File: src/rtl/sdh_pkg.sv
package sdh_pkg;

    localparam int WORD_W = 32;
    localparam int BYTES_PER_WORD = WORD_W / 8;
    localparam int STS_W = 11;

    localparam int STS_DONE     = 0;
    localparam int STS_DATA_IRQ = 8;
    localparam int STS_BLK_IRQ  = 9;
    localparam int STS_BUSY_IRQ = 10;

    typedef enum logic [3:0] {
        PH_IDLE = 4'd0,
        PH_DATA = 4'd1
    } sdh_phase_e;

    typedef struct packed {
        logic rd;
        logic wr;
        logic busy;
    } xfer_cmd_t;

    typedef struct packed {
        logic data_ie;
        logic blk_ie;
        logic busy_ie;
    } irq_cfg_t;

    // Insert one byte into a word at lane idx (lane 0 = bits 7:0).
    function automatic logic [WORD_W-1:0] place_byte(
        input logic [WORD_W-1:0] word,
        input logic [$clog2(BYTES_PER_WORD)-1:0] idx,
        input logic [7:0] b
    );
        logic [WORD_W-1:0] r;
        r = word;
        r[idx*8 +: 8] = b;
        return r;
    endfunction

endpackage

File: src/rtl/sdh_word_fifo.sv
module sdh_word_fifo #(
    parameter int DEPTH = 16,
    parameter int DW    = 32
) (
    input  logic                        clk,
    input  logic                        rst,
    input  logic                        wr_en,
    input  logic [DW-1:0]               wr_data,
    input  logic                        rd_en,
    output logic [DW-1:0]               rd_data,
    output logic [$clog2(DEPTH):0]      level,
    output logic                        full,
    output logic                        empty
);
    localparam int AW = $clog2(DEPTH);
    localparam int LW = AW + 1;

    logic [DW-1:0] mem [DEPTH];
    logic [AW-1:0] wp, rp;
    logic [LW-1:0] cnt;
    logic          do_wr, do_rd;

    assign full    = (cnt == LW'(DEPTH));
    assign empty   = (cnt == '0);
    assign do_wr   = wr_en && !full;
    assign do_rd   = rd_en && !empty;
    assign rd_data = mem[rp];
    assign level   = cnt;

    always_ff @(posedge clk) begin
        if (rst) begin
            wp  <= '0;
            rp  <= '0;
            cnt <= '0;
        end else begin
            if (do_wr) wp <= wp + 1'b1;
            if (do_rd) rp <= rp + 1'b1;
            case ({do_wr, do_rd})
                2'b10:   cnt <= cnt + 1'b1;
                2'b01:   cnt <= cnt - 1'b1;
                default: cnt <= cnt;
            endcase
        end
    end

    always_ff @(posedge clk) begin
        if (do_wr) mem[wp] <= wr_data;
    end

endmodule

File: src/rtl/sdh_byte_lane.sv
module sdh_byte_lane
    import sdh_pkg::*;
#(
    parameter int CNT_W = 21
) (
    input  logic              clk,
    input  logic              rst,
    input  logic              load,
    input  logic [CNT_W-1:0]  load_value,
    input  logic              is_read,
    input  logic              rx_valid,
    input  logic [7:0]        rx_data,
    output logic              rx_ready,
    output logic              tx_valid,
    output logic [7:0]        tx_data,
    input  logic              tx_ready,
    input  logic              fifo_full,
    input  logic              fifo_empty,
    input  logic [WORD_W-1:0] fifo_head,
    output logic              push_en,
    output logic [WORD_W-1:0] push_word,
    output logic              pop_en,
    output logic              moved,
    output logic              cnt_zero
);
    localparam int IW = $clog2(BYTES_PER_WORD);

    logic [CNT_W-1:0]  remain;
    logic [WORD_W-1:0] pack_q;
    logic [IW-1:0]     pack_idx;
    logic [WORD_W-1:0] hold_q;
    logic [IW-1:0]     hold_left;
    logic              rx_fire, tx_fire, last_byte;

    assign cnt_zero  = (remain == '0);
    assign last_byte = (remain == CNT_W'(1));

    assign rx_ready = is_read && !cnt_zero && !fifo_full;
    assign rx_fire  = rx_valid && rx_ready;

    assign tx_valid = !is_read && !cnt_zero && ((hold_left != '0) || !fifo_empty);
    assign tx_data  = (hold_left != '0) ? hold_q[7:0] : fifo_head[7:0];
    assign tx_fire  = tx_valid && tx_ready;

    assign push_word = place_byte(pack_q, pack_idx, rx_data);
    assign push_en   = rx_fire && ((pack_idx == IW'(BYTES_PER_WORD-1)) || last_byte);
    assign pop_en    = tx_fire && (hold_left == '0);
    assign moved     = rx_fire || tx_fire;

    always_ff @(posedge clk) begin
        if (rst || load) begin
            remain    <= rst ? '0 : load_value;
            pack_q    <= '0;
            pack_idx  <= '0;
            hold_q    <= '0;
            hold_left <= '0;
        end else begin
            if (moved) remain <= remain - 1'b1;
            if (rx_fire) begin
                if (push_en) begin
                    pack_q   <= '0;
                    pack_idx <= '0;
                end else begin
                    pack_q   <= push_word;
                    pack_idx <= pack_idx + 1'b1;
                end
            end
            if (tx_fire) begin
                if (hold_left == '0) begin
                    hold_q    <= {8'h00, fifo_head[WORD_W-1:8]};
                    hold_left <= IW'(BYTES_PER_WORD-1);
                end else begin
                    hold_q    <= {8'h00, hold_q[WORD_W-1:8]};
                    hold_left <= hold_left - 1'b1;
                end
            end
        end
    end

endmodule

File: src/rtl/sdh_done_ctl.sv
module sdh_done_ctl
    import sdh_pkg::*;
(
    input  logic             clk,
    input  logic             rst,
    input  logic             eval,
    input  logic             cnt_zero,
    input  xfer_cmd_t        cmd_q,
    input  irq_cfg_t         cfg_q,
    input  logic             clr_wr,
    input  logic [STS_W-1:0] clr_mask,
    output logic [STS_W-1:0] status,
    output logic [3:0]       phase_code
);
    logic             pend;
    logic             done;
    logic [STS_W-1:0] set_bits;
    logic [STS_W-1:0] keep_mask;
    sdh_phase_e       phase;

    assign done = pend && cnt_zero;

    always_comb begin
        set_bits = '0;
        if (done) begin
            set_bits[STS_DONE]     = 1'b1;
            set_bits[STS_DATA_IRQ] = cfg_q.data_ie;
            set_bits[STS_BUSY_IRQ] = cmd_q.busy && cfg_q.busy_ie;
            set_bits[STS_BLK_IRQ]  = cmd_q.wr && cfg_q.blk_ie;
        end
        keep_mask = clr_wr ? ~clr_mask : '1;
    end

    always_ff @(posedge clk) begin
        if (rst) begin
            pend   <= 1'b0;
            status <= '0;
            phase  <= PH_IDLE;
        end else begin
            pend   <= eval || (pend && !cnt_zero);
            status <= (status & keep_mask) | set_bits;
            if (done) phase <= PH_DATA;
        end
    end

    assign phase_code = phase;

endmodule

File: src/rtl/sdh_fifo_engine.sv
module sdh_fifo_engine
    import sdh_pkg::*;
#(
    parameter int FIFO_DEPTH = 16,
    parameter int BLK_W      = 9,
    parameter int LEN_W      = 12
) (
    input  logic                          clk,
    input  logic                          rst,
    input  logic                          cmd_wr,
    input  logic                          cmd_is_read,
    input  logic                          cmd_is_write,
    input  logic                          cmd_busy,
    input  logic                          cfg_wr,
    input  logic                          cfg_data_ie,
    input  logic                          cfg_blk_ie,
    input  logic                          cfg_busy_ie,
    input  logic                          blk_wr,
    input  logic [BLK_W-1:0]              blk_blocks,
    input  logic [LEN_W-1:0]              blk_bytes,
    input  logic                          push_wr,
    input  logic [31:0]                   push_data,
    input  logic                          pop_rd,
    output logic [31:0]                   pop_data,
    input  logic                          sts_clr_wr,
    input  logic [10:0]                   sts_clr_mask,
    output logic [10:0]                   status,
    output logic                          irq,
    output logic [$clog2(FIFO_DEPTH)+4:0] dbg_word,
    input  logic                          card_rx_valid,
    input  logic [7:0]                    card_rx_data,
    output logic                          card_rx_ready,
    output logic                          card_tx_valid,
    output logic [7:0]                    card_tx_data,
    input  logic                          card_tx_ready
);
    localparam int LVL_W = $clog2(FIFO_DEPTH) + 1;
    localparam int CNT_W = BLK_W + LEN_W;

    xfer_cmd_t cmd_q;
    irq_cfg_t  cfg_q;

    always_ff @(posedge clk) begin
        if (rst) begin
            cmd_q <= '0;
            cfg_q <= '0;
        end else begin
            if (cmd_wr) cmd_q <= '{rd: cmd_is_read, wr: cmd_is_write, busy: cmd_busy};
            if (cfg_wr) cfg_q <= '{data_ie: cfg_data_ie, blk_ie: cfg_blk_ie, busy_ie: cfg_busy_ie};
        end
    end

    logic              f_wr, f_rd, f_full, f_empty;
    logic [WORD_W-1:0] f_wdata, f_head;
    logic [LVL_W-1:0]  fifo_level;
    logic              eng_push, eng_pop, moved, cnt_zero;
    logic [WORD_W-1:0] eng_word;
    logic [CNT_W-1:0]  load_value;
    logic              reg_pop_ok;
    logic [3:0]        phase_code;

    assign load_value = CNT_W'(blk_blocks) * CNT_W'(blk_bytes);

    // Engine owns the buffer port when it needs it; register access yields.
    assign f_wr       = eng_push || push_wr;
    assign f_wdata    = eng_push ? eng_word : push_data;
    assign reg_pop_ok = pop_rd && !eng_pop && !f_empty;
    assign f_rd       = eng_pop || reg_pop_ok;
    assign pop_data   = reg_pop_ok ? f_head : '0;

    sdh_word_fifo #(.DEPTH(FIFO_DEPTH), .DW(WORD_W)) u_fifo (
        .clk     (clk),
        .rst     (rst),
        .wr_en   (f_wr),
        .wr_data (f_wdata),
        .rd_en   (f_rd),
        .rd_data (f_head),
        .level   (fifo_level),
        .full    (f_full),
        .empty   (f_empty)
    );

    sdh_byte_lane #(.CNT_W(CNT_W)) u_lane (
        .clk        (clk),
        .rst        (rst),
        .load       (blk_wr),
        .load_value (load_value),
        .is_read    (cmd_q.rd),
        .rx_valid   (card_rx_valid),
        .rx_data    (card_rx_data),
        .rx_ready   (card_rx_ready),
        .tx_valid   (card_tx_valid),
        .tx_data    (card_tx_data),
        .tx_ready   (card_tx_ready),
        .fifo_full  (f_full),
        .fifo_empty (f_empty),
        .fifo_head  (f_head),
        .push_en    (eng_push),
        .push_word  (eng_word),
        .pop_en     (eng_pop),
        .moved      (moved),
        .cnt_zero   (cnt_zero)
    );

    logic eval;
    assign eval = push_wr || pop_rd || cfg_wr || cmd_wr || blk_wr || moved;

    sdh_done_ctl u_done (
        .clk        (clk),
        .rst        (rst),
        .eval       (eval),
        .cnt_zero   (cnt_zero),
        .cmd_q      (cmd_q),
        .cfg_q      (cfg_q),
        .clr_wr     (sts_clr_wr),
        .clr_mask   (sts_clr_mask),
        .status     (status),
        .phase_code (phase_code)
    );

    assign irq      = |status[STS_BUSY_IRQ:STS_DATA_IRQ];
    assign dbg_word = {fifo_level, phase_code};

endmodule

File: config.mk
export PLATFORM = sky130hd
export DESIGN_NAME = sdh_fifo_engine
export DESIGN_NICKNAME = d
export VERILOG_FILES = /design/src/rtl/sdh_pkg.sv /design/src/rtl/sdh_word_fifo.sv /design/src/rtl/sdh_byte_lane.sv /design/src/rtl/sdh_done_ctl.sv /design/src/rtl/sdh_fifo_engine.sv
export SDC_FILE = /design/constraint.sdc
export NUM_CORES = 1
export LEC_CHECK = 0
export ABC_AREA = 1
export BUFFER_PORTS_ARGS = -buffer_cell sky130_fd_sc_hd__buf_2
export CORE_AREA = 2 2 311 251
export CTS_CLUSTER_SIZE = 10
export DETAILED_ROUTE_END_ITERATION = 8
export DIE_AREA = 0 0 313 253
export GPL_TIMING_DRIVEN = 1
export SYNTH_ARGS = -nofsm -noshare
export SYNTH_HDL_FRONTEND = slang
export SYNTH_SLANG_ARGS = --single-unit
File: constraint.sdc
create_clock -name clk -period 6.4 [get_ports clk]
set_clock_uncertainty 0.15 [all_clocks]
set_input_delay 0.64 -clock clk [delete_from_list [all_inputs] [get_ports clk]]
set_output_delay 0.64 -clock clk [all_outputs]
set_load 0.02 [all_outputs]
==> results_dict.tcl <==
set metrics [dict create \
    outcome "complete, no violations" \
    max_stage_delay_ps 570 \
    drc 0 \
    cts_buffers 73 \
    peakVddDrop_v 0.000452 \
    placed_cells 3914 \
    cp-end-kind "output pin" \
    post_cts_buffers 0 \
    globalplace.congestion 0.812 \
    first_global_vias 20700 \
    grt_pass1_wl_mm 126 \
    synth_flop_cell "edfxtp_1" \
    first_pass_iters 5 \
    fin_util_pct 44.4 \
    drv_slew 0 \
    drive_above_1_share_pct 11.5 \
    avgSynthCellArea_um2 10.5 \
    io_pins 151 \
    cts.clk_slew.worst_paths_ps 50 \
    critPathTopFamily "buffers and inverters" \
    first_iter_violations 2253 \
    grt.total_usage_pct 20.9 \
    routed_wl_mm 82.9 \
    synth-seq-cells 629 \
    final.min_clock_period_ps 4740 \
    p_leak_nw 12.9 \
    critPathKind "reg -> out" \
    antenna_found_initial 2 \
    setup_viol 0 \
    coreArea_mm2 0.0764 \
    syn_area_mm2 0.0302 \
    cts-resized-gates 0 \
    ys_warn_count 0 \
    hold_violations 0 \
    arrival_ps 3950 \
    grt_overflow_total 0 \
    io_buffer_count 147 \
    relSlewSlack_pct 11.2 \
    crit_top_cell "nor2_1" \
    avgViaCountPerCell 5.36 \
    critPathBufInv 4 \
    pwr_density_cell_mw_per_mm2 381 \
    num_vias 21600 \
    ctsLongestPathBuffers 3 \
    cts.sinks 629 \
    cp_cell_sequence "inv_1 -> ha_2 -> clkinv_1 -> nor2_1 -> nor2_1 -> nand4_2 -> nand3_2 -> buf_4 -> a21oi_1 -> buf_2" \
    rows 91 \
    h-tree-depth 3 \
    rsz0062_at_grt "no" \
    die-area_mm2 0.0792 \
    die_w_um 313 \
    cts_tree "built" \
    start_util_pct 39.5 \
    die_h_um 253 \
    nets 3184 \
    grt_max_degree 226 \
    period_share_pct 74.1 \
    clock_latency_ps 630 \
    synth_seq_area_share_pct 59.4 \
    cap_violations 0 \
    cts_hold_buf 0 \
    areaGrowthSynthToFinish_pct 12.3 \
    cts_root_buf "clkbuf_16" \
    cp_slowest_cell "clkinv_1" \
    synthArstFlopShare_pct 0 \
    worst_slew_pin_slew_ps 1320 \
    start_kind "register" \
    postSynthCellCount 2866 \
    hpwl_mm 51.3 \
    fin_tns_setup_ps 0 \
    final_cell_mix "edfxtp_1 (533), nor2_1 (396), nand2_1 (372)" \
    synth_cell_types 52 \
    layout_commonest_cell "edfxtp_1" \
    fin_cells 4039 \
    hold_path_class "in -> reg" \
    crit_fanout 17 \
    ant_nets 0 \
    worstPathRequired_ps 5610 \
    synth_edf_count 533 \
    avgRoutedWirePerCell_um 20.5 \
    timing.fmax_mhz 211 \
]
## layout make-up
type | instances | area [um2]
Fill cell | 7183 | 42500
Sequential cell | 629 | 17900
Multi-Input combinational cell | 1767 | 10400
Clock buffer | 118 | 2060
Tap cell | 1023 | 1280
Inverter | 304 | 1150
Timing Repair Buffer | 191 | 1080
Clock inverter | 6 | 72.6
Antenna cell | 1 | 2.50
## worst paths after layout
path,startpoint,end,slack [ps],depth (start not counted)
setup / recovery,u_lane.hold_left[0],pop_data[29],1660,10
hold / removal,sts_clr_mask[6],u_done.status[6],30,2
setup reg to reg,u_lane.remain[0],u_fifo.mem[0][8],2020,15
hold reg to reg,u_done.status[7],u_done.status[7],290,2
## power by group
group	total (mW)	switching [mW]	internal (mW)	leakage (nW)
combinational	4.25	2.93	1.32	6.23
sequential	4.85	0.184	4.67	5.64
clock	3.82	1.62	2.20	1.02
total	12.9	4.74	8.19	12.9
## stage by stage
step,power [mW],hold slack [ps],instance area [um2],worst slack [ps]
after floorplan,8.06,280,30200,1580
after global placement,9.15,278,31800,1400
after detailed placement,9.17,280,31800,1360
after CTS,13.0,0.230,33900,1620
after global routing,13.7,11.2,33900,1430
final,12.9,35.0,33900,1660
## cells in the mapped netlist, types with 7 or more instances
| cell type | instances | share of area (%) |
|---|---|---|
| o211ai_1 | 88 | 2.2 |
| edfxtp_1 | 533 | 53 |
| clkbuf_1 | 91 | 1.1 |
| buf_1 | 8 | 0.099 |
| nand2_1 | 372 | 4.6 |
| o22ai_1 | 27 | 0.56 |
| nand3_1 | 83 | 1.4 |
| a21oi_1 | 139 | 2.3 |
| o21ai_1 | 36 | 0.60 |
| a31oi_1 | 9 | 0.19 |
| inv_1 | 294 | 3.7 |
| a211oi_2 | 13 | 0.54 |
| o221ai_1 | 41 | 1.2 |
| nor2_1 | 412 | 5.1 |
| xnor2_1 | 15 | 0.43 |
| buf_4 | 18 | 0.45 |
| buf_6 | 23 | 0.86 |
| dfxtp_1 | 96 | 6.4 |
| fa_1 | 72 | 4.8 |
| buf_2 | 27 | 0.45 |
| a22oi_1 | 16 | 0.40 |
| xor2_1 | 7 | 0.20 |
| o21ai_0 | 316 | 5.2 |
| ha_1 | 58 | 2.4 |
## per-layer routing
layer | track usage, % | wire, um | vias up | share of wire, %
li1 | - | - | 10100 | -
met2 | 32.7 | 37300 | 819 | 45
met3 | 3.31 | 5790 | 113 | 7.0
met1 | 30.5 | 38200 | 10600 | 46
met4 | 4.84 | 1690 | 0 | 2.0
met5 | 0 | 0 | - | 0
## cell families (layout without fill, tap and decap cells)
| family | after synthesis | after routing | synth area share [%] |
|---|---|---|---|
| simple gates | 913 | 913 | 12.4 |
| compound gates | 699 | 699 | 13.5 |
| flops | 629 | 629 | 59.4 |
| buf+inv | 472 | 619 | 6.85 |
| fa+ha+maj | 130 | 130 | 7.17 |
| xor+xnor | 22 | 22 | 0.638 |
| other cells | 1 | 4 | 0.0124 |
## flip-flops by register name (all words and copies together), names as in the netlist, 3 cells and up, named ones only
register       count
u_lane.hold_q     24
u_fifo.mem       512
u_done.status     11
u_lane.pack_q     32
u_fifo.wp          4
cmd_q              3
u_fifo.level       5
u_lane.remain     21
u_fifo.rp          4
cfg_q              3
Note: power is estimated with default switching activity, not from simulation.
